===== src/rtl/call_frame_pkg.sv =====
package call_frame_pkg;

  typedef enum logic [1:0] {
    OP_CALL_ABS = 2'b00,
    OP_CALL_REG = 2'b01,
    OP_RETURN   = 2'b10,
    OP_TRAP     = 2'b11
  } frameOp_e;

  typedef enum logic [1:0] {
    SLOT_RETADDR = 2'd0,
    SLOT_OLDFP   = 2'd1,
    SLOT_LOADFP  = 2'd2,
    SLOT_LOADRA  = 2'd3
  } slotSel_e;

  typedef struct packed {
    logic     latchIn;
    logic     capFp;
    logic     commit;
    logic     commitRet;
    logic     memReq;
    logic     memWe;
    slotSel_e slot;
  } seqCtrl_t;

endpackage


===== src/rtl/call_frame_ctrl.sv =====
module call_frame_ctrl
  import call_frame_pkg::*;
(
  input  logic     clk,
  input  logic     rstN,
  input  logic     startReq,
  input  logic [1:0] opSel,
  input  logic     memReady,
  output seqCtrl_t ctrl,
  output logic     done
);

  typedef enum logic [2:0] {
    ST_IDLE,
    ST_WR_RA,
    ST_WR_FP,
    ST_RD_FP,
    ST_RD_RA
  } seqState_e;

  seqState_e state, stateNext;

  always_comb begin
    stateNext = state;
    ctrl      = '0;
    ctrl.slot = SLOT_RETADDR;
    unique case (state)
      ST_IDLE: begin
        if (startReq) begin
          ctrl.latchIn = 1'b1;
          stateNext    = (frameOp_e'(opSel) == OP_RETURN) ? ST_RD_FP : ST_WR_RA;
        end
      end
      ST_WR_RA: begin
        ctrl.memReq = 1'b1;
        ctrl.memWe  = 1'b1;
        ctrl.slot   = SLOT_RETADDR;
        if (memReady) stateNext = ST_WR_FP;
      end
      ST_WR_FP: begin
        ctrl.memReq = 1'b1;
        ctrl.memWe  = 1'b1;
        ctrl.slot   = SLOT_OLDFP;
        if (memReady) begin
          ctrl.commit = 1'b1;
          stateNext   = ST_IDLE;
        end
      end
      ST_RD_FP: begin
        ctrl.memReq = 1'b1;
        ctrl.slot   = SLOT_LOADFP;
        if (memReady) begin
          ctrl.capFp = 1'b1;
          stateNext  = ST_RD_RA;
        end
      end
      ST_RD_RA: begin
        ctrl.memReq = 1'b1;
        ctrl.slot   = SLOT_LOADRA;
        if (memReady) begin
          ctrl.commit    = 1'b1;
          ctrl.commitRet = 1'b1;
          stateNext      = ST_IDLE;
        end
      end
      default: stateNext = ST_IDLE;
    endcase
  end

  always_ff @(posedge clk or negedge rstN) begin
    if (!rstN) begin
      state <= ST_IDLE;
      done  <= 1'b0;
    end else begin
      state <= stateNext;
      done  <= ctrl.commit;
    end
  end

endmodule


===== src/rtl/call_frame_dp.sv =====
module call_frame_dp
  import call_frame_pkg::*;
#(
  parameter int DATA_W     = 32,
  parameter int LONG_STEP  = 6,
  parameter int SHORT_STEP = 2
) (
  input  logic              clk,
  input  logic              rstN,
  input  seqCtrl_t          ctrl,
  input  logic [1:0]        opSel,
  input  logic [DATA_W-1:0] spIn,
  input  logic [DATA_W-1:0] fpIn,
  input  logic [DATA_W-1:0] instrAddr,
  input  logic [DATA_W-1:0] targetIn,
  input  logic [DATA_W-1:0] handlerIn,
  input  logic [DATA_W-1:0] memRdata,
  output logic [DATA_W-1:0] memAddr,
  output logic [DATA_W-1:0] memWdata,
  output logic [DATA_W-1:0] spOut,
  output logic [DATA_W-1:0] fpOut,
  output logic [DATA_W-1:0] pcOut
);

  localparam int WORD_BYTES = DATA_W / 8;
  localparam logic [DATA_W-1:0] RA_OFF   = DATA_W'(2 * WORD_BYTES);
  localparam logic [DATA_W-1:0] LINK_OFF = DATA_W'(3 * WORD_BYTES);
  localparam logic [DATA_W-1:0] WORD_OFF = DATA_W'(WORD_BYTES);

  logic [DATA_W-1:0] spLat, fpLat, pcTgt, retAddr, loadedFp;
  logic [DATA_W-1:0] frameBase;
  logic [DATA_W-1:0] retStep;

  assign retStep   = (frameOp_e'(opSel) == OP_CALL_REG) ? DATA_W'(SHORT_STEP)
                                                        : DATA_W'(LONG_STEP);
  assign frameBase = spLat - LINK_OFF;

  always_comb begin
    unique case (ctrl.slot)
      SLOT_RETADDR: memAddr = spLat - RA_OFF;
      SLOT_OLDFP:   memAddr = frameBase;
      SLOT_LOADFP:  memAddr = fpLat;
      SLOT_LOADRA:  memAddr = fpLat + WORD_OFF;
      default:      memAddr = fpLat;
    endcase
    memWdata = (ctrl.slot == SLOT_RETADDR) ? retAddr : fpLat;
  end

  always_ff @(posedge clk or negedge rstN) begin
    if (!rstN) begin
      spLat    <= '0;
      fpLat    <= '0;
      pcTgt    <= '0;
      retAddr  <= '0;
      loadedFp <= '0;
    end else begin
      if (ctrl.latchIn) begin
        spLat   <= spIn;
        fpLat   <= fpIn;
        pcTgt   <= (frameOp_e'(opSel) == OP_TRAP) ? handlerIn : targetIn;
        retAddr <= instrAddr + retStep;
      end
      if (ctrl.capFp) loadedFp <= memRdata;
    end
  end

  always_ff @(posedge clk or negedge rstN) begin
    if (!rstN) begin
      spOut <= '0;
      fpOut <= '0;
      pcOut <= '0;
    end else if (ctrl.commit) begin
      if (ctrl.commitRet) begin
        spOut <= fpLat + LINK_OFF;
        fpOut <= loadedFp;
        pcOut <= memRdata;
      end else begin
        spOut <= frameBase;
        fpOut <= frameBase;
        pcOut <= pcTgt;
      end
    end
  end

endmodule


===== src/rtl/call_frame_seq.sv =====
module call_frame_seq
  import call_frame_pkg::*;
#(
  parameter int DATA_W     = 32,
  parameter int LONG_STEP  = 6,
  parameter int SHORT_STEP = 2
) (
  input  logic              clk,
  input  logic              rstN,
  input  logic              startReq,
  input  logic [1:0]        opSel,
  input  logic [DATA_W-1:0] spIn,
  input  logic [DATA_W-1:0] fpIn,
  input  logic [DATA_W-1:0] instrAddr,
  input  logic [DATA_W-1:0] targetIn,
  input  logic [DATA_W-1:0] handlerIn,
  output logic              memReq,
  output logic              memWe,
  output logic [DATA_W-1:0] memAddr,
  output logic [DATA_W-1:0] memWdata,
  input  logic [DATA_W-1:0] memRdata,
  input  logic              memReady,
  output logic [DATA_W-1:0] spOut,
  output logic [DATA_W-1:0] fpOut,
  output logic [DATA_W-1:0] pcOut,
  output logic              done
);

  seqCtrl_t ctrl;

  call_frame_ctrl u_ctrl (
    .clk      (clk),
    .rstN     (rstN),
    .startReq (startReq),
    .opSel    (opSel),
    .memReady (memReady),
    .ctrl     (ctrl),
    .done     (done)
  );

  call_frame_dp #(
    .DATA_W     (DATA_W),
    .LONG_STEP  (LONG_STEP),
    .SHORT_STEP (SHORT_STEP)
  ) u_dp (
    .clk       (clk),
    .rstN      (rstN),
    .ctrl      (ctrl),
    .opSel     (opSel),
    .spIn      (spIn),
    .fpIn      (fpIn),
    .instrAddr (instrAddr),
    .targetIn  (targetIn),
    .handlerIn (handlerIn),
    .memRdata  (memRdata),
    .memAddr   (memAddr),
    .memWdata  (memWdata),
    .spOut     (spOut),
    .fpOut     (fpOut),
    .pcOut     (pcOut)
  );

  assign memReq = ctrl.memReq;
  assign memWe  = ctrl.memWe;

endmodule


===== config.mk =====
export PLATFORM = sky130hd
export DESIGN_NAME = call_frame_seq
export DESIGN_NICKNAME = d
export VERILOG_FILES = /design/src/rtl/call_frame_pkg.sv /design/src/rtl/call_frame_ctrl.sv /design/src/rtl/call_frame_dp.sv /design/src/rtl/call_frame_seq.sv
export SDC_FILE = /design/constraint.sdc
export NUM_CORES = 1
export LEC_CHECK = 0
export ABC_CLOCK_PERIOD_IN_PS = 4850
export BUFFER_PORTS_ARGS = -buffer_cell sky130_fd_sc_hd__buf_2
export CAP_MARGIN = 20
export CORE_MARGIN = 2
export CORE_UTILIZATION = 58
export CTS_CLUSTER_DIAMETER = 40
export DETAILED_ROUTE_END_ITERATION = 16
export GPL_TIMING_DRIVEN = 0
export PLACE_DENSITY = 0.94
export SYNTH_ARGS = -nofsm -noshare
export SYNTH_HDL_FRONTEND = slang
export SYNTH_HIERARCHICAL = 1
export SYNTH_SLANG_ARGS = --single-unit

===== constraint.sdc =====
create_clock -name clk -period 4.85 [get_ports clk]
set_input_delay 0.485 -clock clk [delete_from_list [all_inputs] [get_ports clk]]
set_output_delay 0.485 -clock clk [all_outputs]
set_load 0.05 [all_outputs]

After elaboration in Yosys (flattened, before gate mapping)
Index checks and enable logic that the tools add are counted.

cells by class
  $add $sub $neg = 5
  muxes and demuxes = 23
  eq/ne operators = 14
  reductions and logical operators = 6

operators by type and width
  operator               count
  $mux 32                5
  $pmux 32 s4            1
  $sub 32x4->32 const B  2
  $add 32x3->32 const B  1
  $add 32x32->32         1
  $add 32x4->32 const B  1
  $mux 3                 5
  $pmux 3 s4             1
  $eq 2x2->1 const B     4
  $mux 1                 7
  $eq 3x2->1 const B     2
  $ne 2x2->1 const B     3
  $pmux 2 s3             1
  $eq 2x1->1 const B     2
  $mux 2                 2
  $reduce_and 4->1       1
  $reduce_or 2->1        2
  $reduce_or 4->1        1
  $eq 3x1->1 const B     1
  $eq 3x3->1 const B     1
  $logic_not 3->1        1
  $logic_not 2->1        1
  $ne 2x1->1 const B     1
  $pmux 1 s2             1

word-level totals
  bits of input ports = 198
  output and inout port bits = 163
  flip-flop bits (word level) = 260
  logic and storage cells = 58

Depth between registers and ports, before layout
Gate-level depths: netlist of run 1.

  depth in word-level cells = 4
  gate-level depth with buffers = 10
  gate-level depth less buffers = 7

Hierarchy
Netlist of run 1, hierarchy kept.

modules (own cells, without submodules)
  module           seq. area each (sq um)  area each (sq um)  cells each  instances
  call_frame_dp    6406.1                  13927.1            1402        1
  call_frame_ctrl  100.1                   252.7              29          1

Least setup slack after synthesis of run 1
OpenSTA, ideal clock, no wires.

  path type = register -> output
  from = register u_ctrl.state[2]
  to = output memAddr[25]
  path buffers = 2
  arrival time = 3011 ps
  cell stages (with the launch flop) = 10
  setup slack = 1354 ps
  data required time = 4365 ps
  cell sequence = dfrtp_1 -> buf_6 -> xnor2_1 -> nor2_1 -> buf_1 -> nand3_1 -> nor4_1 -> nand3_1 -> xor2_1 -> mux2i_1

RTL lines
  what                      line                   text
  start: declaration        call_frame_ctrl.sv:21  seqState_e state, stateNext;
  start signal: assignment  call_frame_ctrl.sv:75  state <= stateNext;
  end: declaration          call_frame_seq.sv:19   output logic [DATA_W-1:0] memAddr,

==> impl_metrics.ini, run 1 <==
[outcome]
status = finished, final reports clean

[critical_path]
crit_path_end_kind = output pin
path_buf_inv = 3
worstPathMaxFanout = 10
arrival_ns = 3.89
crit_required_ns = 4.37
cp_top_family = simple AND/OR/NAND/NOR gates
cpPeakStageDelay_ns = 0.68
crit_slowest_cell = nor3_1
crit_type = flip-flop to output pin
cp_cell_sequence = buf_6 > xnor2_1 > nor2_1 > buf_1 > nand3_1 > nor3_1 > nand4_1 > xor2_1 > mux2i_1 > buf_2
worst_setup_path_start_kind = flip-flop

[route]
drc = 0
routedWlPerCell_um = 24.1
vias = 13900
drt_first_pass_iters = 5
wirelength_um = 52800
first_iter_violations = 1685
viasPerCell = 6.33
ant_nets = 0

[timing]
slew_violations = 0
finalCritPeriodShare = 0.903
hold_violations = 0
max_freq_mhz = 228
slew_headroom = 0.308
fin_skew_ns = 0.0238
rsz0062_at_grt = false
setup_violations = 0
holdWs_ns = 0.197
worstMarginPinSlew_ns = 1.04
tns_ns = 0
min_period_ns = 4.38

[synthesis]
synth_nets = 1636
synthAdderAreaFrac = 0.00671
synthSimpleGateAreaFrac = 0.152
synth_top_family_by_area = multiplexers
synth_ff_type = dfrtp_1
synth_edf_count = 0
syn_avg_cell_area_sq_um = 9.91
synthArstFlopShare = 1.00
muxShareOfSynthArea = 0.166
synth-xor-area-share = 0.0704
syn_area_sq_um = 14200
yosysWarningCount = 6
synthDistinctLibCells = 58
synth_seq_cells = 260
synth_compound_area_frac = 0.110
ys_seq_area_frac = 0.459
syn_inst = 1431

[final_layout]
nNetsFinal = 2042
nFillCells = 1674
drive_gt1_frac = 0.309
area_growth_pct = 25.1
seq_area_sq_um = 6510
multiInputGateArea_sq_um = 7150
layout.cells.non_filler = 2190

[floorplanning]
num_rows = 57
initial_core_util = 0.587
core_area_sq_um = 24200
die-area_sq_um = 25700
top_level_ports = 361
die_h_um = 160
chipWidth_um = 160

[clock_network]
htree_num_levels = 2
clock_tree.root_cell = clkbuf_16
cts_setup_buffers = 0
clk_path_buf_depth = 3
cts_tree = yes
clk_latency_ns = 0.52
path_clk_slew_ns = 0.05
cts_sinks = 260
cts_buffers = 38
ctsResizeCount = 0

[power]
p_int_mw = 7.46
powerDensity_nw_per_um2 = 901
switchingPower_mw = 8.52
combPwrFrac = 0.571
total_power_mw = 16.0
pwr-share-seq = 0.259
pwr-share-clk = 0.170
p_sw_frac = 0.533
ir_drop_mv = 0.898
p_leak_nw = 7.65

[place]
hpwl_um = 39000
place_congestion = 0.971
port_buffers = 360
dp_cells = 2118

[hold_path]
timing.hold.worst.class = input port to flip-flop

[global_route]
grt_pass1_vias = 13700
grt_pass1_wl_um = 79100
grt_antenna_before_repair = 3
grt_use_total = 0.403
grt_max_degree = 125
grt-ovfl-total = 0

[run]
max-cap-violations = 0
timing repair:
item | 4_1_cts | 5_1_grt
endpoints found under the hold margin | 59 | 0
endpoints found under the setup margin | 0 | 0
hold buffers | 1 | 0
metal layers:
| layer | share of wire | global-route usage | vias up |
|---|---|---|---|
| li1 | - | - | 5925 |
| met1 | 0.38 | 0.523 | 6664 |
| met2 | 0.45 | 0.630 | 1057 |
| met3 | 0.11 | 0.0855 | 214 |
| met4 | 0.063 | 0.233 | 2 |
| met5 | 0.00028 | 0 | - |
worst register-to-register path: stages (launching register included):
cell and delay [ns]:
dfrtp_1 0.37, buf_6 0.14, nor2_2 0.18, nand3b_1 0.16, inv_1 0.08, clkbuf_1 0.58, clkbuf_1 0.59, clkbuf_1 0.63
clkbuf_1 0.57, a21oi_1 0.18
cells in the mapped netlist (4+ instances only):
library cell | instances | area (sq um)
dfrtp_1 | 260 | 6510
nor2_1 | 151 | 567
a21oi_1 | 125 | 626
mux2_2 | 125 | 1410
mux2i_1 | 92 | 921
clkbuf_1 | 83 | 312
nand2_1 | 69 | 259
xnor2_1 | 65 | 569
o21ai_0 | 57 | 285
xor2_1 | 49 | 429
nand3_1 | 40 | 200
nor3_1 | 39 | 195
nor4_1 | 37 | 231
nand4_1 | 25 | 156
buf_1 | 24 | 90.1
inv_1 | 21 | 78.8
o2bb2ai_1 | 14 | 123
or3_1 | 14 | 87.6
nor2b_1 | 11 | 68.8
and3_1 | 10 | 62.6
a31o_2 | 7 | 61.3
nand2b_1 | 7 | 43.8
a21o_1 | 6 | 45.0
a31oi_1 | 6 | 37.5
ha_1 | 6 | 75.1
or4_1 | 6 | 45.0
a211oi_1 | 5 | 37.5
and4_1 | 5 | 43.8
nand3b_1 | 5 | 37.5
nor3b_1 | 5 | 37.5
o21a_1 | 5 | 37.5
o31a_1 | 5 | 43.8
o31ai_1 | 5 | 37.5
o221ai_1 | 4 | 35.0
sequential cells by signal, indices dropped and copies added, names as in the netlist:
signal	flops
u_dp/retAddr	32
u_dp/loadedFp	32
u_dp/spOut	32
u_ctrl/done	1
u_ctrl/state	3
u_dp/pcOut	32
u_dp/fpLat	32
u_dp/fpOut	32
u_dp/spLat	32
u_dp/pcTgt	32
cells by family after synthesis:
| logic type | Yosys count |
|---|---|
| and+or+nand+nor | 439 |
| xor gates and xnor gates | 114 |
| DFF | 260 |
| AOI/OAI and AO/OA | 260 |
| buffers and inverters | 133 |
| muxes | 218 |
| adders and majority gates | 7 |
area by class of cell:
type / instances / share of cell area
repair buffers: 366 / 0.107
flip-flops and latches: 260 / 0.367
diodes: 2 / 0.000282
clock inverters: 20 / 0.0129
multi-input cells: 1038 / 0.403
well taps: 324 / 0.0229
plain buffers: 112 / 0.0251
inverters: 21 / 0.00444
clock buffers: 47 / 0.0578
cell usage in the layout (no fill, tap or decap), types with 21 or more instances in the layout:
master / instances
a21oi_1: 125
buf_1: 24
buf_2: 363
clkbuf_1: 88
clkbuf_16: 38
dfrtp_1: 260
inv_1: 21
mux2_2: 125
mux2i_1: 92
nand2_1: 69
nand3_1: 40
nand4_1: 25
nor2_1: 151
nor3_1: 39
nor4_1: 37
o21ai_0: 57
xnor2_1: 65
xor2_1: 49
power by group through the flow:
stage / combinational (mW) / sequential, mW / clock [mW]
6_report: 9.12 / 4.14 / 2.72
5_1_grt: 9.49 / 4.21 / 2.84
4_1_cts: 8.97 / 4.07 / 2.74
3_5_place_dp: 8.87 / 4.08 / 0
3_3_place_gp: 8.66 / 4.02 / 0
2_1_floorplan: 5.22 / 5.11 / 0
stage by stage:
stage          cell area, sq um  worst slack, ns   util
2_1_floorplan             14200             1.35      -
3_3_place_gp              16400            -1.26  0.678
3_5_place_dp              16500             1.08  0.681
4_1_cts                   17700            0.518  0.733
5_1_grt                   17700            0.274  0.734
6_report                  17700            0.470  0.734
final timing paths:
check	start	to	slack, ns	cells after the start
max	u_ctrl/state[2]	memAddr[31]	0.47	10
min	fpIn[14]	u_dp/fpLat[14]	0.20	3
max reg2reg	u_ctrl/state[1]	u_dp/pcTgt[29]	1.21	9
min reg2reg	u_dp/fpOut[28]	u_dp/fpOut[28]	0.49	1
max in group asynchronous	rstN	u_dp/retAddr[28]	3.32	3
min in group asynchronous	rstN	u_dp/pcOut[23]	0.50	2
Note: power is estimated with default switching activity, not from simulation.
==> inputs of run 2 (changes only) <==
--- a/config.mk
+++ b/config.mk
@@ -9,11 +9,11 @@
 export BUFFER_PORTS_ARGS = -buffer_cell sky130_fd_sc_hd__buf_2
 export CAP_MARGIN = 20
 export CORE_MARGIN = 2
-export CORE_UTILIZATION = 58
+export CORE_UTILIZATION = 50
 export CTS_CLUSTER_DIAMETER = 40
 export DETAILED_ROUTE_END_ITERATION = 16
 export GPL_TIMING_DRIVEN = 0
-export PLACE_DENSITY = 0.94
+export PLACE_DENSITY = 0.84
 export SYNTH_ARGS = -nofsm -noshare
 export SYNTH_HDL_FRONTEND = slang
 export SYNTH_HIERARCHICAL = 1
==> impl_metrics.ini, run 2 (synthesized netlist as in run 1, its figures left out) <==
[outcome]
status = finished, final reports clean

[clock_network]
cts_tree = yes
htree_num_levels = 2
ctsResizeCount = 0
clk_path_buf_depth = 3
clock_tree.root_cell = clkbuf_16
clk_latency_ns = 0.54
cts_sinks = 260
cts_buffers = 41
path_clk_slew_ns = 0.06

[route]
vias = 13400
ant_nets = 0
drc = 0
wirelength_um = 52100
routedWlPerCell_um = 23.2
first_iter_violations = 1522
drt_first_pass_iters = 6
viasPerCell = 5.98

[power]
ir_drop_mv = 1.02
p_int_mw = 7.60
p_leak_nw = 7.73
pwr-share-clk = 0.185
combPwrFrac = 0.560
switchingPower_mw = 8.52
powerDensity_nw_per_um2 = 899
p_sw_frac = 0.529
pwr-share-seq = 0.255

[place]
hpwl_um = 39200
place_congestion = 0.951
dpl-instance-area_sq_um = 16500
port_buffers = 360
dp_cells = 2171
place_ws_ns = 0.996

[timing]
setup_violations = 0
rsz0062_at_grt = false
max_freq_mhz = 219
finalCritPeriodShare = 0.943
worstMarginPinSlew_ns = 1.16
slew_headroom = 0.217
slew_violations = 0
timing.final.ws_setup_ns = 0.277
hold_violations = 0
fin_skew_ns = 0.0193
holdWs_ns = 0.173
min_period_ns = 4.57
tns_ns = 0

[final_layout]
layout_common_cells = 361 x buf_2, 260 x dfrtp_1, 151 x nor2_1, 125 x a21oi_1, 125 x mux2_2
final_common_cell = buf_2
area_growth_pct = 26.5
diodes = 0
layout.cells.non_filler = 2246
drive_gt1_frac = 0.313
fin_area_sq_um = 17900
nFillCells = 2229
nNetsFinal = 2042

[global_route]
grt_max_degree = 126
grt_use_total = 0.345
grt-ovfl-total = 0
grt_pass1_wl_um = 77000
grt_pass1_vias = 13100
grt_antenna_before_repair = 0

[hold_path]
holdPathEnd = u_dp/spLat[4]
hold_start = spIn[4]
holdPathStages = 3
timing.hold.worst.class = input port to flip-flop

[critical_path]
arrival_ns = 4.09
crit_required_ns = 4.37
r2r_start = u_ctrl/state[1]
timing.rr.end = u_dp/pcTgt[18]
crit_type = flip-flop to output pin
worst_setup_path_start_kind = flip-flop
worstPathMaxFanout = 10
reg2reg_depth = 9
crit_path_end_kind = output pin
r2r_slack_ns = 1.39

[floorplanning]
top_level_ports = 361
initial_core_util = 0.509
core_area_sq_um = 27900
chipWidth_um = 172
die_h_um = 172
die-area_sq_um = 29700
num_rows = 61

[run]
max-cap-violations = 0
run 2: changes by cell type in the layout (fill, tap and decap cells not counted):
| cell | before | now |
|---|---|---|
| clkinvlp_4 | 4 | 1 |
| inv_8 | 1 | 6 |
| inv_16 | 0 | 1 |
| clkbuf_1 | 88 | 83 |
| buf_2 | 363 | 361 |
| clkbuf_2 | 1 | 0 |
| diode_2 | 2 | 0 |
| clkinv_8 | 1 | 0 |
| clkbuf_16 | 38 | 41 |
| inv_6 | 6 | 8 |
| clkinv_4 | 1 | 6 |
run 2: layer usage:
| metal | wire length, um | part of all wire | GRT usage |
|---|---|---|---|
| met2 | 24100 | 0.46 | 0.547 |
| met3 | 5110 | 0.098 | 0.0673 |
| met5 | 0 | 0 | 0 |
| met4 | 2540 | 0.049 | 0.148 |
| met1 | 20300 | 0.39 | 0.463 |
run 2: worst max path at each step:
stage | slack [ns] | depth (start not counted) | to | startpoint
finish | 0.28 | 10 | memAddr[17] | u_ctrl/state[2]
global route | 0.18 | 10 | memAddr[17] | u_ctrl/state[1]
CTS | 0.38 | 10 | memAddr[17] | u_ctrl/state[2]
detailed placement | 1.0 | 10 | memAddr[17] | u_ctrl/state[2]
global placement | -1.34 | 1 | u_dp/retAddr[0] | rstN
floorplan | 1.35 | 9 | memAddr[25] | u_ctrl/state[2]
run 2: power groups by stage:
stage / registers [mW] / clock network (mW) / logic, mW
final: 4.11 / 2.99 / 9.02
after global routing: 4.20 / 3.11 / 9.47
after CTS: 4.07 / 3.01 / 8.92
after detailed placement: 4.09 / 0 / 8.86
after global placement: 4.03 / 0 / 8.71
after floorplan: 5.11 / 0 / 5.22
run 2: layout make-up:
cell class | instances | area, sq um | area share
well taps | 378 | 473 | 0.0264
inverters | 21 | 78.8 | 0.00439
multi-input cells | 1038 | 7150 | 0.399
clock buffers | 45 | 1080 | 0.0603
flip-flops and latches | 260 | 6510 | 0.363
clock inverters | 29 | 328 | 0.0183
repair buffers | 363 | 1880 | 0.105
plain buffers | 112 | 445 | 0.0248
run 2: timing repair:
| action | CTS | global route |
|---|---|---|
| setup endpoints to repair | 0 | 0 |
| buffers inserted | 0 | 0 |
| hold buffers | 1 | 0 |
| hold endpoints to repair | 60 | 0 |
run 2: worst max-delay path: stages, from the launching register on:
cell and delay [ns]:
dfrtp_1 0.38, buf_6 0.14, xnor2_1 0.11, nor2_1 0.31
buf_1 0.40, nand3_1 0.29, nor4_1 0.92, nand3_1 0.19
xor2_1 0.19, mux2i_1 0.29, buf_2 0.33
run 2: per-stage QoR:
stage               utilization  power, mW
floorplan                     -       10.3
global placement          0.591       12.7
detailed placement        0.593       12.9
CTS                       0.644       16.0
global route              0.644       16.8
finish                    0.644       16.1
==> inputs of run 3 (changes only) <==
--- a/config.mk
+++ b/config.mk
@@ -14,7 +14,7 @@
 export DETAILED_ROUTE_END_ITERATION = 16
 export GPL_TIMING_DRIVEN = 0
 export PLACE_DENSITY = 0.84
+export RECOVER_POWER = 50
 export SYNTH_ARGS = -nofsm -noshare
 export SYNTH_HDL_FRONTEND = slang
-export SYNTH_HIERARCHICAL = 1
 export SYNTH_SLANG_ARGS = --single-unit
==> impl_metrics.ini, run 3 <==
[place]
place_congestion = 1.05
hpwl_um = 45200
dp_cells = 2388
port_buffers = 360
place_ws_ns = 0.714

[global_route]
grt-ovfl-total = 0
grt_use_total = 0.380
grt_max_degree = 102
grt_pass1_vias = 14800
grt_pass1_wl_um = 88200
grt_antenna_before_repair = 1

[clock_network]
htree_num_levels = 2
cts_sinks = 260
clock_tree.root_cell = clkbuf_16
cts_setup_buffers = 0
clk_latency_ns = 0.53
cts_buffers = 37
clk_path_buf_depth = 3
cts_tree = yes
path_clk_slew_ns = 0.06

[route]
ant_nets = 0
drt_first_pass_iters = 6
first_iter_violations = 1719
vias = 15400
routedWlPerCell_um = 24.3
drc = 0
viasPerCell = 6.26
wirelength_um = 59600

[power]
total_power_mw = 16.4
pwr-share-clk = 0.173
switchingPower_mw = 8.96
p_int_mw = 7.42
p_sw_frac = 0.547
powerDensity_nw_per_um2 = 901
pwr-share-seq = 0.245
combPwrFrac = 0.582
p_leak_nw = 7.80
ir_drop_mv = 0.687

[run]
max-cap-violations = 1

[synthesis]
synth_nets = 1846
synth_area_leaders = dfrtp_1 44%, mux2_2 7.1%, nand2_1 5.3%
yosys.area.top_type_share = 0.444
ys_seq_area_frac = 0.444
synthArstFlopShare = 1.00
synth_ff_type = dfrtp_1
synth_edf_count = 0
yosysWarningCount = 0
synthDistinctLibCells = 71
synth.top_cells.by_count = 260 x dfrtp_1, 205 x nand2_1, 203 x nor2_1, 135 x a21oi_1, 108 x clkbuf_1
synth.largest_area_cell = dfrtp_1
syn_inst = 1641
syn_avg_cell_area_sq_um = 8.92
yosysMostFrequentCell = dfrtp_1
synth_seq_cells = 260
syn_area_sq_um = 14600

[critical_path]
worst_setup_path_start_kind = flip-flop
reg2reg_depth = 8
cpPeakStageDelay_ns = 0.66
setup.worst_path.start = u_ctrl.state[2]
cp_common_cell = clkbuf_1
cp_cell_sequence = clkbuf_1 > or3b_2 > clkbuf_1 > nand2_1 > clkbuf_1 > clkbuf_1 > o22ai_1 > a21oi_1 > buf_2
r2r_slack_ns = 0.84
arrival_ns = 4.33
crit_end = memAddr[5]
timing.rr.end = u_dp.fpLat[26]
crit_path_end_kind = output pin
r2r_start = u_ctrl.state[1]
crit_type = flip-flop to output pin
worstPathMaxFanout = 10
crit_required_ns = 4.37
crit_slowest_cell = clkbuf_1

[floorplanning]
chipWidth_um = 175
num_rows = 62
core_area_sq_um = 28800
top_level_ports = 361
die_h_um = 175
die-area_sq_um = 30700
initial_core_util = 0.509

[timing]
setup_violations = 0
rsz0062_at_grt = false
fin_skew_ns = 0.0229
slew_violations = 60
slew_headroom = -1.26
max_freq_mhz = 208
holdWs_ns = 0.175
finalCritPeriodShare = 0.993
min_period_ns = 4.82
worstMarginPinSlew_ns = 3.39
timing.final.ws_setup_ns = 0.0336
hold_violations = 0

[final_layout]
layout_common_cells = 265 x buf_2, 260 x dfrtp_1, 211 x clkbuf_1, 205 x nand2_1, 203 x nor2_1
nNetsFinal = 2249
area_growth_pct = 24.2
nFillCells = 2458
final_common_cell = buf_2
layout.cells.non_filler = 2457
drive_gt1_frac = 0.219

[outcome]
violations = max-capacitance violations, max-slew violations
status = finished with violations

[hold_path]
timing.hold.worst.class = input port to flip-flop
run 3: cell count changes after synthesis, sizes merged, moves of 11 or more:
cell,change
a22oi,+14
clkbuf,+27
mux2,-33
mux2i,-52
nand2,+136
nor2,+51
o21ai,+17
o22ai,+52
o2bb2ai,-13
o31ai,+21
xnor2,-11
run 3: repair_timing:
action | CTS | global route
resized for setup | 0 | 1
hold buffers | 1 | 0
endpoints found under the hold margin | 59 | 0
endpoints found under the setup margin | 0 | 1
run 3: per-stage QoR:
step | area (sq um) | util | setup TNS (ns)
2_1_floorplan | 14600 | - | 0
6_report | 18200 | 0.632 | 0
3_3_place_gp | 16900 | 0.588 | -308.11
3_5_place_dp | 17000 | 0.591 | 0
4_1_cts | 18300 | 0.636 | 0
5_1_grt | 18200 | 0.632 | 0
run 3: power by group through the flow:
stage	Sequential (mW)	Combinational, mW	Clock, mW
floorplan	5.08	5.40	0
global placement	3.93	9.28	0
detailed placement	3.98	9.40	0
CTS	3.96	9.47	2.84
global route	4.11	9.94	2.94
finish	4.01	9.53	2.84
run 3: worst max-delay path: cells and delay by family (launching register included):
kind                   cells  cell delay, ns
AND/OR/NAND/NOR            2            0.74
buffers and inverters      5            2.30
flip-flops                 1            0.39
AO/OA/AOI/OAI              2            0.36
run 3: layout make-up:
cell class	instances	area, sq um	area share
clock inverters	21	295	0.0162
plain buffers	141	597	0.0328
clock buffers	46	1010	0.0556
well taps	384	480	0.0264
repair buffers	364	1750	0.0962
inverters	16	60.1	0.00330
diodes	1	2.50	0.000138
flip-flops and latches	260	6510	0.358
multi-input cells	1224	7490	0.412
run 3: cells by family (layout without fill, tap and decap cells):
group	Yosys count	in the layout	share of synthesized area
AND/OR/NAND/NOR	612	612	0.192
flip-flops	260	260	0.444
multiplexers	132	132	0.0981
other	0	1	0
buffers and inverters	157	588	0.0449
adder cells (fa/ha/maj)	7	7	0.00649
AO/OA/AOI/OAI	371	371	0.153
XOR/XNOR	102	102	0.0610
run 3: how the worst min path moves through the flow:
stage                        startpoint  cells past startpoint         endpoint
after detailed placement           rstN                      1   u_dp.pcOut[11]
after CTS                       spIn[4]                      3    u_dp.spLat[4]
after floorplan                    rstN                      0      u_ctrl.done
after global placement    u_dp.fpOut[6]                      2    u_dp.fpOut[6]
final                           spIn[4]                      3    u_dp.spLat[4]
after global routing       instrAddr[0]                      2  u_dp.retAddr[0]
run 3: per-layer routing:
layer / vias up / GRT usage / part of all wire
li1: 6643 / - / -
met1: 7490 / 0.496 / 0.38
met2: 1056 / 0.591 / 0.45
met3: 192 / 0.0855 / 0.11
met4: 0 / 0.204 / 0.065
met5: - / 0 / 0
